**config.mk**
```make
export PLATFORM = sky130hd
export DESIGN_NAME = trig_sample_fifo
export DESIGN_NICKNAME = d
export VERILOG_FILES = /design/src/rtl/sfifo_pkg.sv /design/src/rtl/sfifo_mode_fsm.sv /design/src/rtl/sfifo_store.sv /design/src/rtl/trig_sample_fifo.sv
export SDC_FILE = /design/constraint.sdc
export NUM_CORES = 1
export LEC_CHECK = 0
export BUFFER_PORTS_ARGS = -buffer_cell sky130_fd_sc_hd__buf_2
export CORE_MARGIN = 2
export CORE_UTILIZATION = 50
export DETAILED_ROUTE_END_ITERATION = 10
export PLACE_DENSITY = 0.79
export SYNTH_ARGS = -nofsm -noshare
export SYNTH_HDL_FRONTEND = slang
export SYNTH_SLANG_ARGS = --single-unit
```
**constraint.sdc**
```tcl
create_clock -name clk -period 4.05 [get_ports clk]
set_input_delay 0.405 -clock clk [delete_from_list [all_inputs] [get_ports clk]]
set_output_delay 0.405 -clock clk [all_outputs]
set_load 0.1 [all_outputs]
```
**src/rtl/sfifo_pkg.sv**
```systemverilog
package sfifo_pkg;

    typedef enum logic [2:0] {
        MODE_OFF        = 3'b000,
        MODE_KEEP       = 3'b001,
        MODE_ROLL       = 3'b010,
        MODE_ROLL_KEEP  = 3'b011,
        MODE_OFF_ROLL   = 3'b100,
        MODE_OFF_KEEP   = 3'b111
    } mode_e;

    typedef enum logic [2:0] {
        S_OFF,
        S_KEEP,
        S_ROLL,
        S_ROLL_TO_KEEP,
        S_OFF_TO_ROLL,
        S_OFF_TO_KEEP
    } state_t;

endpackage

```
**src/rtl/sfifo_mode_fsm.sv**
```systemverilog
module sfifo_mode_fsm
    import sfifo_pkg::*;
(
    input  logic       clk,
    input  logic       rst_n,
    input  logic       cfg_wr,
    input  logic [2:0] cfg_mode,
    input  logic       trig,
    output logic       accept,
    output logic       overwrite
);

    state_t state_q, state_d;
    logic   trig_q;
    logic   trig_fall;

    assign trig_fall = trig_q & ~trig;

    function automatic state_t start_state(input logic [2:0] code);
        state_t s;
        unique case (code)
            MODE_KEEP:      s = S_KEEP;
            MODE_ROLL:      s = S_ROLL;
            MODE_ROLL_KEEP: s = S_ROLL_TO_KEEP;
            MODE_OFF_ROLL:  s = S_OFF_TO_ROLL;
            MODE_OFF_KEEP:  s = S_OFF_TO_KEEP;
            default:        s = S_OFF;
        endcase
        return s;
    endfunction

    // next-state logic
    always_comb begin
        state_d = state_q;
        if (cfg_wr) begin
            state_d = start_state(cfg_mode);
        end else if (trig_fall) begin
            unique case (state_q)
                S_ROLL_TO_KEEP: state_d = S_KEEP;
                S_OFF_TO_ROLL:  state_d = S_ROLL;
                S_OFF_TO_KEEP:  state_d = S_KEEP;
                default:        state_d = state_q;
            endcase
        end
    end

    // state register
    always_ff @(posedge clk or negedge rst_n) begin
        if (!rst_n) begin
            state_q <= S_OFF;
            trig_q  <= 1'b0;
        end else begin
            state_q <= state_d;
            trig_q  <= trig;
        end
    end

    // outputs
    always_comb begin
        accept    = 1'b0;
        overwrite = 1'b0;
        unique case (state_q)
            S_KEEP:         accept = 1'b1;
            S_ROLL,
            S_ROLL_TO_KEEP: begin
                accept    = 1'b1;
                overwrite = 1'b1;
            end
            default: begin
                accept    = 1'b0;
                overwrite = 1'b0;
            end
        endcase
    end

endmodule

```
**src/rtl/sfifo_store.sv**
```systemverilog
module sfifo_store #(
    parameter int DEPTH = 32,
    parameter int DW    = 16,
    localparam int AW   = $clog2(DEPTH),
    localparam int CW   = $clog2(DEPTH + 1)
) (
    input  logic          clk,
    input  logic          rst_n,
    input  logic          clr,
    input  logic          accept,
    input  logic          overwrite,
    input  logic [CW-1:0] eff_depth,
    input  logic          smp_valid,
    input  logic [DW-1:0] smp_data,
    input  logic          rd_en,
    output logic [DW-1:0] rd_data,
    output logic [CW-1:0] count
);

    logic [DW-1:0] mem [DEPTH];
    logic [AW-1:0] wptr, rptr;
    logic [CW-1:0] cnt_after_pop;
    logic          pop, room, push, drop;

    assign pop           = rd_en && (count != '0);
    assign cnt_after_pop = count - CW'(pop);
    assign room          = cnt_after_pop < eff_depth;
    assign push          = smp_valid && accept && (room || overwrite);
    assign drop          = smp_valid && accept && !room && overwrite;

    always_ff @(posedge clk or negedge rst_n) begin
        if (!rst_n) begin
            wptr    <= '0;
            rptr    <= '0;
            count   <= '0;
            rd_data <= '0;
        end else if (clr) begin
            wptr  <= '0;
            rptr  <= '0;
            count <= '0;
        end else begin
            if (push) wptr <= wptr + AW'(1);
            rptr  <= rptr + AW'(pop) + AW'(drop);
            count <= count - CW'(pop) - CW'(drop) + CW'(push);
            if (pop) rd_data <= mem[rptr];
        end
    end

    always_ff @(posedge clk) begin
        if (!clr && push) mem[wptr] <= smp_data;
    end

endmodule

```
**src/rtl/trig_sample_fifo.sv**
```systemverilog
module trig_sample_fifo #(
    parameter int DEPTH = 32,
    parameter int DW    = 16,
    parameter int TW    = 5,
    localparam int CW   = $clog2(DEPTH + 1)
) (
    input  logic          clk,
    input  logic          rst_n,
    input  logic          cfg_wr,
    input  logic [2:0]    cfg_mode,
    input  logic [TW-1:0] cfg_thr,
    input  logic          cfg_stop,
    input  logic          trig,
    input  logic          smp_valid,
    input  logic [DW-1:0] smp_data,
    input  logic          rd_en,
    output logic [DW-1:0] rd_data,
    output logic          st_thr,
    output logic          st_ovr,
    output logic          st_empty,
    output logic [CW-1:0] st_level
);

    logic [TW-1:0] thr_q;
    logic          stop_q;
    logic [CW-1:0] eff_depth;
    logic          fsm_accept, fsm_ovw;

    always_ff @(posedge clk or negedge rst_n) begin
        if (!rst_n) begin
            thr_q  <= '0;
            stop_q <= 1'b0;
        end else if (cfg_wr) begin
            thr_q  <= cfg_thr;
            stop_q <= cfg_stop;
        end
    end

    assign eff_depth = (stop_q && thr_q != '0) ? CW'(thr_q) : CW'(DEPTH);

    sfifo_mode_fsm u_fsm (
        .clk       (clk),
        .rst_n     (rst_n),
        .cfg_wr    (cfg_wr),
        .cfg_mode  (cfg_mode),
        .trig      (trig),
        .accept    (fsm_accept),
        .overwrite (fsm_ovw)
    );

    sfifo_store #(.DEPTH(DEPTH), .DW(DW)) u_store (
        .clk       (clk),
        .rst_n     (rst_n),
        .clr       (cfg_wr),
        .accept    (fsm_accept),
        .overwrite (fsm_ovw),
        .eff_depth (eff_depth),
        .smp_valid (smp_valid),
        .smp_data  (smp_data),
        .rd_en     (rd_en),
        .rd_data   (rd_data),
        .count     (st_level)
    );

    assign st_empty = (st_level == '0);
    assign st_ovr   = (st_level >= eff_depth);
    assign st_thr   = (st_level >= CW'(thr_q));

endmodule

```
Yosys cells after proc, flatten, opt, wreduce, memory -nomap -nowiden
Memory sizes are Yosys's and may differ from the RTL's. A register that Yosys moved wholly into a read port is not among the register bits.
Index checks and enable logic that the tools add are counted.
{ "classes": {"addsub": 6, "order_cmp": 3, "eq_ne": 10, "mux": 13, "bitwise_logic": 3, "reduce_logical": 22} }
{ "ops": {"columns": ["cell", "n"], "rows": [
  ["$mux 5", 3],
  ["$pmux 3 s5", 1],
  ["$eq 3x2->1 const B", 4],
  ["$eq 3x3->1 const B", 4],
  ["$mux 6", 2],
  ["$sub 6x1->6", 2],
  ["$add 5x1->5", 2],
  ["$logic_and 1x1->1", 7],
  ["$add 6x1->6", 1],
  ["$eq 3x1->1 const B", 2],
  ["$ge 6x5->1", 1],
  ["$ge 6x6->1", 1],
  ["$logic_not 6->1", 1],
  ["$lt 6x6->1", 1],
  ["$mux 3", 2],
  ["$pmux 3 s2", 1],
  ["$reduce_bool 6->1", 1],
  ["$add 5x1->5 const B", 1],
  ["$reduce_bool 5->1", 1],
  ["$mux 1", 4],
  ["$reduce_and 2->1", 2],
  ["$reduce_bool 2->1", 2],
  ["$reduce_or 2->1", 2],
  ["$logic_not 1->1", 3],
  ["5 further kinds", 6]
]} }
{ "totals": {"reg_bits": 26, "mem_bits_rw": 512, "in_bits": 31, "output_inout_bits": 25, "wordCells": 65, "mem_count": 1} }
{ "memory_table": {"columns": ["name", "words", "width", "read_ports", "rd_ports_with_merged_regs", "write_ports", "line", "rtl"], "rows": [
  ["u_store.mem", 32, 16, 1, 1, 1, "sfifo_store.sv:20", "logic [DW-1:0] mem [DEPTH];"]
]} }

Logic depth before layout (Yosys ltp)
{ "logic_depth": {"depth_word": 10, "mapped_depth": 25, "depth_no_buf": 24} }

Modules after synthesis
Synthesis repeated with hierarchy kept, for this count alone.
{ "unflattened": {"hier_cells": 1114, "hier_area_um2": 22166.3} }
{ "modules_own_cells": {"columns": ["module", "instances", "cells_each", "area_each_um2", "seq_area_each_um2"], "rows": [
  ["sfifo_store", 1, 1035, 21450.6, 16175.5],
  ["trig_sample_fifo", 1, 58, 513.0, 150.1],
  ["sfifo_mode_fsm", 1, 21, 202.7, 100.1]
]} }

Worst setup path before layout
Ideal clock, no wire load.
{ "synth_path": {"kind": "flip-flop to flip-flop", "start": "reg u_store.count[3]", "end": "reg u_store.count[4]", "setup_ns": 0.132, "arrival_time_ns": 4.671, "required_time_ns": 3.918, "setup_slack_ns": -0.752, "stages_incl_launch_ff": 24, "path_buffers": 1, "period_less_slack_ns": 4.802, "cell_sequence": "dfrtp_1 -> clkbuf_1 -> nor2_1 -> nand2_1 -> and2_1 -> ha_1 -> nand2b_1 -> nor3_1 -> xnor2_1 -> ha_1 -> nand3_1 -> o31ai_2 -> nor2_1 -> nor2_1 -> ha_1 -> inv_1 -> ha_1 -> inv_1 -> fa_1 -> inv_1 -> a21oi_1 -> o21ai_0 -> xnor2_1 -> nor2_1"} }
{ "synth_via": {"elab_chain_cells": 10, "word_cells_on_any_way": 12, "classes_between": "add/sub: 3; order compare: 1; mux: 1; reduce/logical: 7"} }
{ "synth_lines": {"columns": ["element", "line", "rtl"], "rows": [
  ["from (decl)", "sfifo_store.sv:17", "output logic [CW-1:0] count"],
  ["from (signal assigned)", "sfifo_store.sv:44", "count <= count - CW'(pop) - CW'(drop) + CW'(push);"],
  ["$reduce_bool 6->1", "sfifo_store.sv:25", "assign pop = rd_en && (count != '0);"],
  ["$logic_and 1x1->1", "sfifo_store.sv:25", null],
  ["$sub 6x1->6 *", "sfifo_store.sv:26, sfifo_store.sv:44", null],
  ["$lt 6x6->1", "sfifo_store.sv:27", "assign room = cnt_after_pop < eff_depth;"],
  ["$logic_not 1->1", "sfifo_store.sv:29", "assign drop = smp_valid && accept && !room && overwrite;"],
  ["$logic_and 1x1->1 (2 in a row)", "sfifo_store.sv:29", null],
  ["$sub 6x1->6", "sfifo_store.sv:44", null],
  ["$add 6x1->6 *", "sfifo_store.sv:44", null],
  ["$mux 6 *", "sfifo_store.sv:37", "end else if (clr) begin"]
]} }
Every way passes the cells marked *; elsewhere a longest branch is shown, timed or not.
A chain may end at the register's enable or synchronous reset.

Worst setup path in the final report
{ "layout_path": {"start": "reg u_store.count[4]", "end": "reg u_store.count[4]"} }
The elaborated chain is that of the path after synthesis.

==> out/qor.log <==
INFO  floorplanning  dieArea=45,700um^2
INFO  worst_setup_path startpoint_type_of_the_worst_setup_path=flop
INFO  worst_setup_path timing.critical_path.arrival=4.34ns
INFO  global_route   global_route.overflow_total=0
INFO  sta            finalCritPeriodShare=96.5%
INFO  cells_and_area antenna_cells=0
INFO  worst_setup_path regToRegEndpoint=u_store.count[4]
INFO  worst_setup_path crit-reg2reg-launch=u_store.count[4]
INFO  floorplanning  fp-row-count=76
INFO  synthesis      syn_area_per_cell=21.5um^2
INFO  floorplanning  die_y=214um
INFO  power_and_ir_drop vdd_drop_max=0.564mV
INFO  hold_path      worst_hold_path_type=primary input to asynchronous set/reset pin
INFO  power_and_ir_drop total_power=16.4mW
INFO  cells_and_area mostFrequentLayoutCell=edfxtp_1
INFO  sta            layout_setup_ws=0.140ns
INFO  floorplanning  die_w=214um
INFO  cells_and_area final_cell_mix=edfxtp_1 (512), mux4_2 (160), buf_2 (55), clkbuf_16 (52), buf_4 (40)
INFO  clocking       cts.sinks=554
INFO  synthesis      synth_cell_type_count=47
INFO  synthesis      postSynthCellCount=1,024
INFO  sta            worst_pin_slew=1.16ns
INFO  worst_setup_path rrSetupSlack=0.14ns
INFO  place          placement.io_buffers=55
INFO  sta            min_period=3.91ns
INFO  sta            fin_tns_setup=0ns
INFO  worst_setup_path required=4.48ns
INFO  routing        route.detailed.drc=0
INFO  synthesis      yosys_warnings=0
INFO  synthesis      synth.cell_area=22,000um^2
INFO  cells_and_area drive_gt1_share=37.3%
INFO  synthesis      async_flop_share=7.58%
INFO  clocking       worst_skew_pair.late_latency=0.62ns
INFO  sta            whs=-0.00122ns
INFO  floorplanning  coreArea=43,300um^2
INFO  worst_setup_path timing.critical_path.from=u_store.count[4]
INFO  clocking       cts-htree-levels=2
INFO  global_route   largest_net_degree_at_the_start_of_global_routing=70
INFO  synthesis      sequential_to_total_area_share_from_yosys_stat=74.6%
INFO  clocking       clock_tree.buffer_depth=3
INFO  routing        detail_route.vias_per_cell=6.05
INFO  worst_setup_path cp_class=flop to flop
INFO  routing        routed_wire_length_per_instance=27.3um
INFO  floorplanning  io-pin-count=56
INFO  synthesis      number_of_enable_type_register_cells_in_the_synthesized_netlist=512
INFO  clocking       clockRootBuffer=clkbuf_16
INFO  status         violations=hold timing
INFO  worst_setup_path crit_fanout=4
INFO  synthesis      synthesis_stage_register_bit_count=554
INFO  routing        detailedRoute.firstPassIterationCount=5
INFO  routing        detailedRoute.firstIterationViolations=1,214
INFO  synthesis      synthFlopType=edfxtp_1
INFO  sta            final_max_slew_viol_count=0
INFO  sta            maxSlewHeadroom=22.7%
INFO  global_route   antenna_found_initial=3
INFO  cells_and_area areaGrowthSynthToFinish=17.6%
INFO  cells_and_area finalNetCount=1,214
INFO  sta            setup_violations=0
INFO  job            max_cap_violations=0
INFO  global_route   grt_use_total=22.3%
INFO  status         run_status=complete, but fails checks
INFO  sta            maxClockFrequency=256MHz
INFO  clocking       cts_tree=yes
INFO  global_route   global_route_wire_length_before_repair=72,500um
INFO  routing        num_vias=10,777
INFO  routing        antenna_left=0
INFO  clocking       clkTransAtPathRegs=0.07ns
INFO  sta            largest_clock_skew_in_the_final_design=0.0410ns
INFO  power_and_ir_drop total_leakage_power=8.38nW
INFO  global_route   first_global_vias=11,275
INFO  worst_setup_path setup.worst_path.end_class=flop
INFO  power_and_ir_drop p_per_area=635nW/um^2
INFO  routing        wirelength=48,600um
INFO  cells_and_area finalCoreUtilization=59.8%
INFO  place          place_ws=-0.0557ns
INFO  clocking       cts_made_buffers=52
INFO  synthesis      synth_fp_nets=1,083
INFO  place          place.gp.congestion=0.803
INFO  floorplanning  initial_core_util=50.9%
INFO  worst_setup_path worst-r2r-cell-count=23
INFO  place          hpwlAfterDp=28,400um
INFO  sta            final-hold-violation-count=1
INFO  worst_setup_path timing.critical_path.to=u_store.count[4]
## repair_timing
item | in CTS | in global routing
hold buffers | 1 | 0
hold endpoints to repair | 1 | 0
setup buffers | 0 | 4
endpoints found under the setup margin | 3 | 3
resized for setup | 1 | 16
pin swaps | 1 | 14
## metal layers
metal / vias up / track usage, % / share of wire (%)
met4: 6 / 9.75 / 4.2
met1: 5666 / 30.1 / 39
met5: - / 0 / 0.080
met2: 507 / 35.3 / 48
li1: 4481 / - / -
met3: 117 / 5.01 / 8.4
## logic make-up (layout without fill, tap and decap cells)
logic type	after synthesis	count (layout)	share of synthesized area, %
multiplexers	181	181	17.3
buffers and inverters	67	240	1.31
AO/OA/AOI/OAI	53	53	1.51
XOR/XNOR	15	15	0.659
adder cells (fa/ha/maj)	28	28	1.66
AND/OR/NAND/NOR	126	126	2.95
flip-flops	554	554	74.6
## cell usage after synthesis, types with 3 or more instances
| cell | n | area (um^2) |
|---|---|---|
| nand3b_4 | 4 | 80.1 |
| a21oi_1 | 23 | 115 |
| inv_1 | 17 | 63.8 |
| buf_1 | 14 | 52.6 |
| dfrtp_1 | 42 | 1050 |
| nand2b_1 | 6 | 37.5 |
| buf_4 | 3 | 22.5 |
| xor2_1 | 7 | 61.3 |
| buf_2 | 15 | 75.1 |
| nand2_1 | 13 | 48.8 |
| edfxtp_1 | 512 | 15400 |
| nor2_1 | 67 | 251 |
| clkbuf_1 | 17 | 63.8 |
| nor2b_1 | 8 | 50.1 |
| a21o_1 | 8 | 60.1 |
| o21ai_0 | 9 | 45.0 |
| ha_1 | 26 | 325 |
| mux4_2 | 160 | 3600 |
| nand3_1 | 10 | 50.1 |
| mux2i_1 | 17 | 170 |
| xnor2_1 | 7 | 61.3 |
| nand3b_1 | 3 | 22.5 |
| nor4_1 | 4 | 25.0 |
## through the flow
| stage | std cells | area [um^2] |
|---|---|---|
| 3_3_place_gp | 1681 | 23900 |
| 2_1_floorplan | 1024 | 22100 |
| 5_1_grt | 1782 | 25900 |
| 3_5_place_dp | 1681 | 23900 |
| 6_report | 1782 | 25900 |
| 4_1_cts | 1778 | 25800 |
## critical path, stage by stage, from the launching register on
cell	delay [ns]
dfrtp_4	0.47
nor4_2	0.25
nand2_1	0.10
and2_4	0.17
ha_4	0.16
nand2b_4	0.11
nor4_2	0.06
xor2_1	0.14
ha_1	0.36
nand3_2	0.11
o31ai_4	0.26
nor2_1	0.10
nor2_2	0.18
ha_4	0.22
inv_1	0.05
ha_2	0.18
inv_2	0.04
fa_2	0.35
inv_2	0.07
a21oi_2	0.06
nand3_1	0.09
o21ai_2	0.07
xnor2_1	0.15
nor2_1	0.05
## where the power goes
part,leakage (nW),internal (mW),switching [mW]
clock network,0.917,3.19,2.12
registers,5.10,6.41,0.149
logic,2.36,1.86,2.70
## final cells by class
cell class / count / area (um^2)
fill: 2938 / 17400
clock buffer: 61 / 1360
tap: 585 / 732
clock inverter: 35 / 546
sequential: 554 / 16500
timing repair buffer: 127 / 1210
multi-input combinational: 403 / 5530
inverter: 17 / 63.8
## worst min path at each step
| stage | to | slack (ns) | cells after the start |
|---|---|---|---|
| 2_1_floorplan | stop_q | 0.11 | 0 |
| 3_3_place_gp | u_store.rd_data[4] | 0.50 | 2 |
| 3_5_place_dp | u_store.rd_data[12] | 0.52 | 2 |
| 4_1_cts | u_store.rd_data[10] | 0.006 | 1 |
| 5_1_grt | thr_q[4] | 0.04 | 3 |
| 6_report | u_store.rd_data[10] | -0.001 | 1 |
## sequential cells by signal, summed over array words and instances, names as in the netlist
register,count
u_fsm.trig_q,1
u_store.rd_data,16
stop_q,1
u_store.wptr,5
u_store.rptr,5
u_store.count,6
u_store.mem,512
u_fsm.state_q,3
thr_q,5
Power figures use the tool's default switching activity.
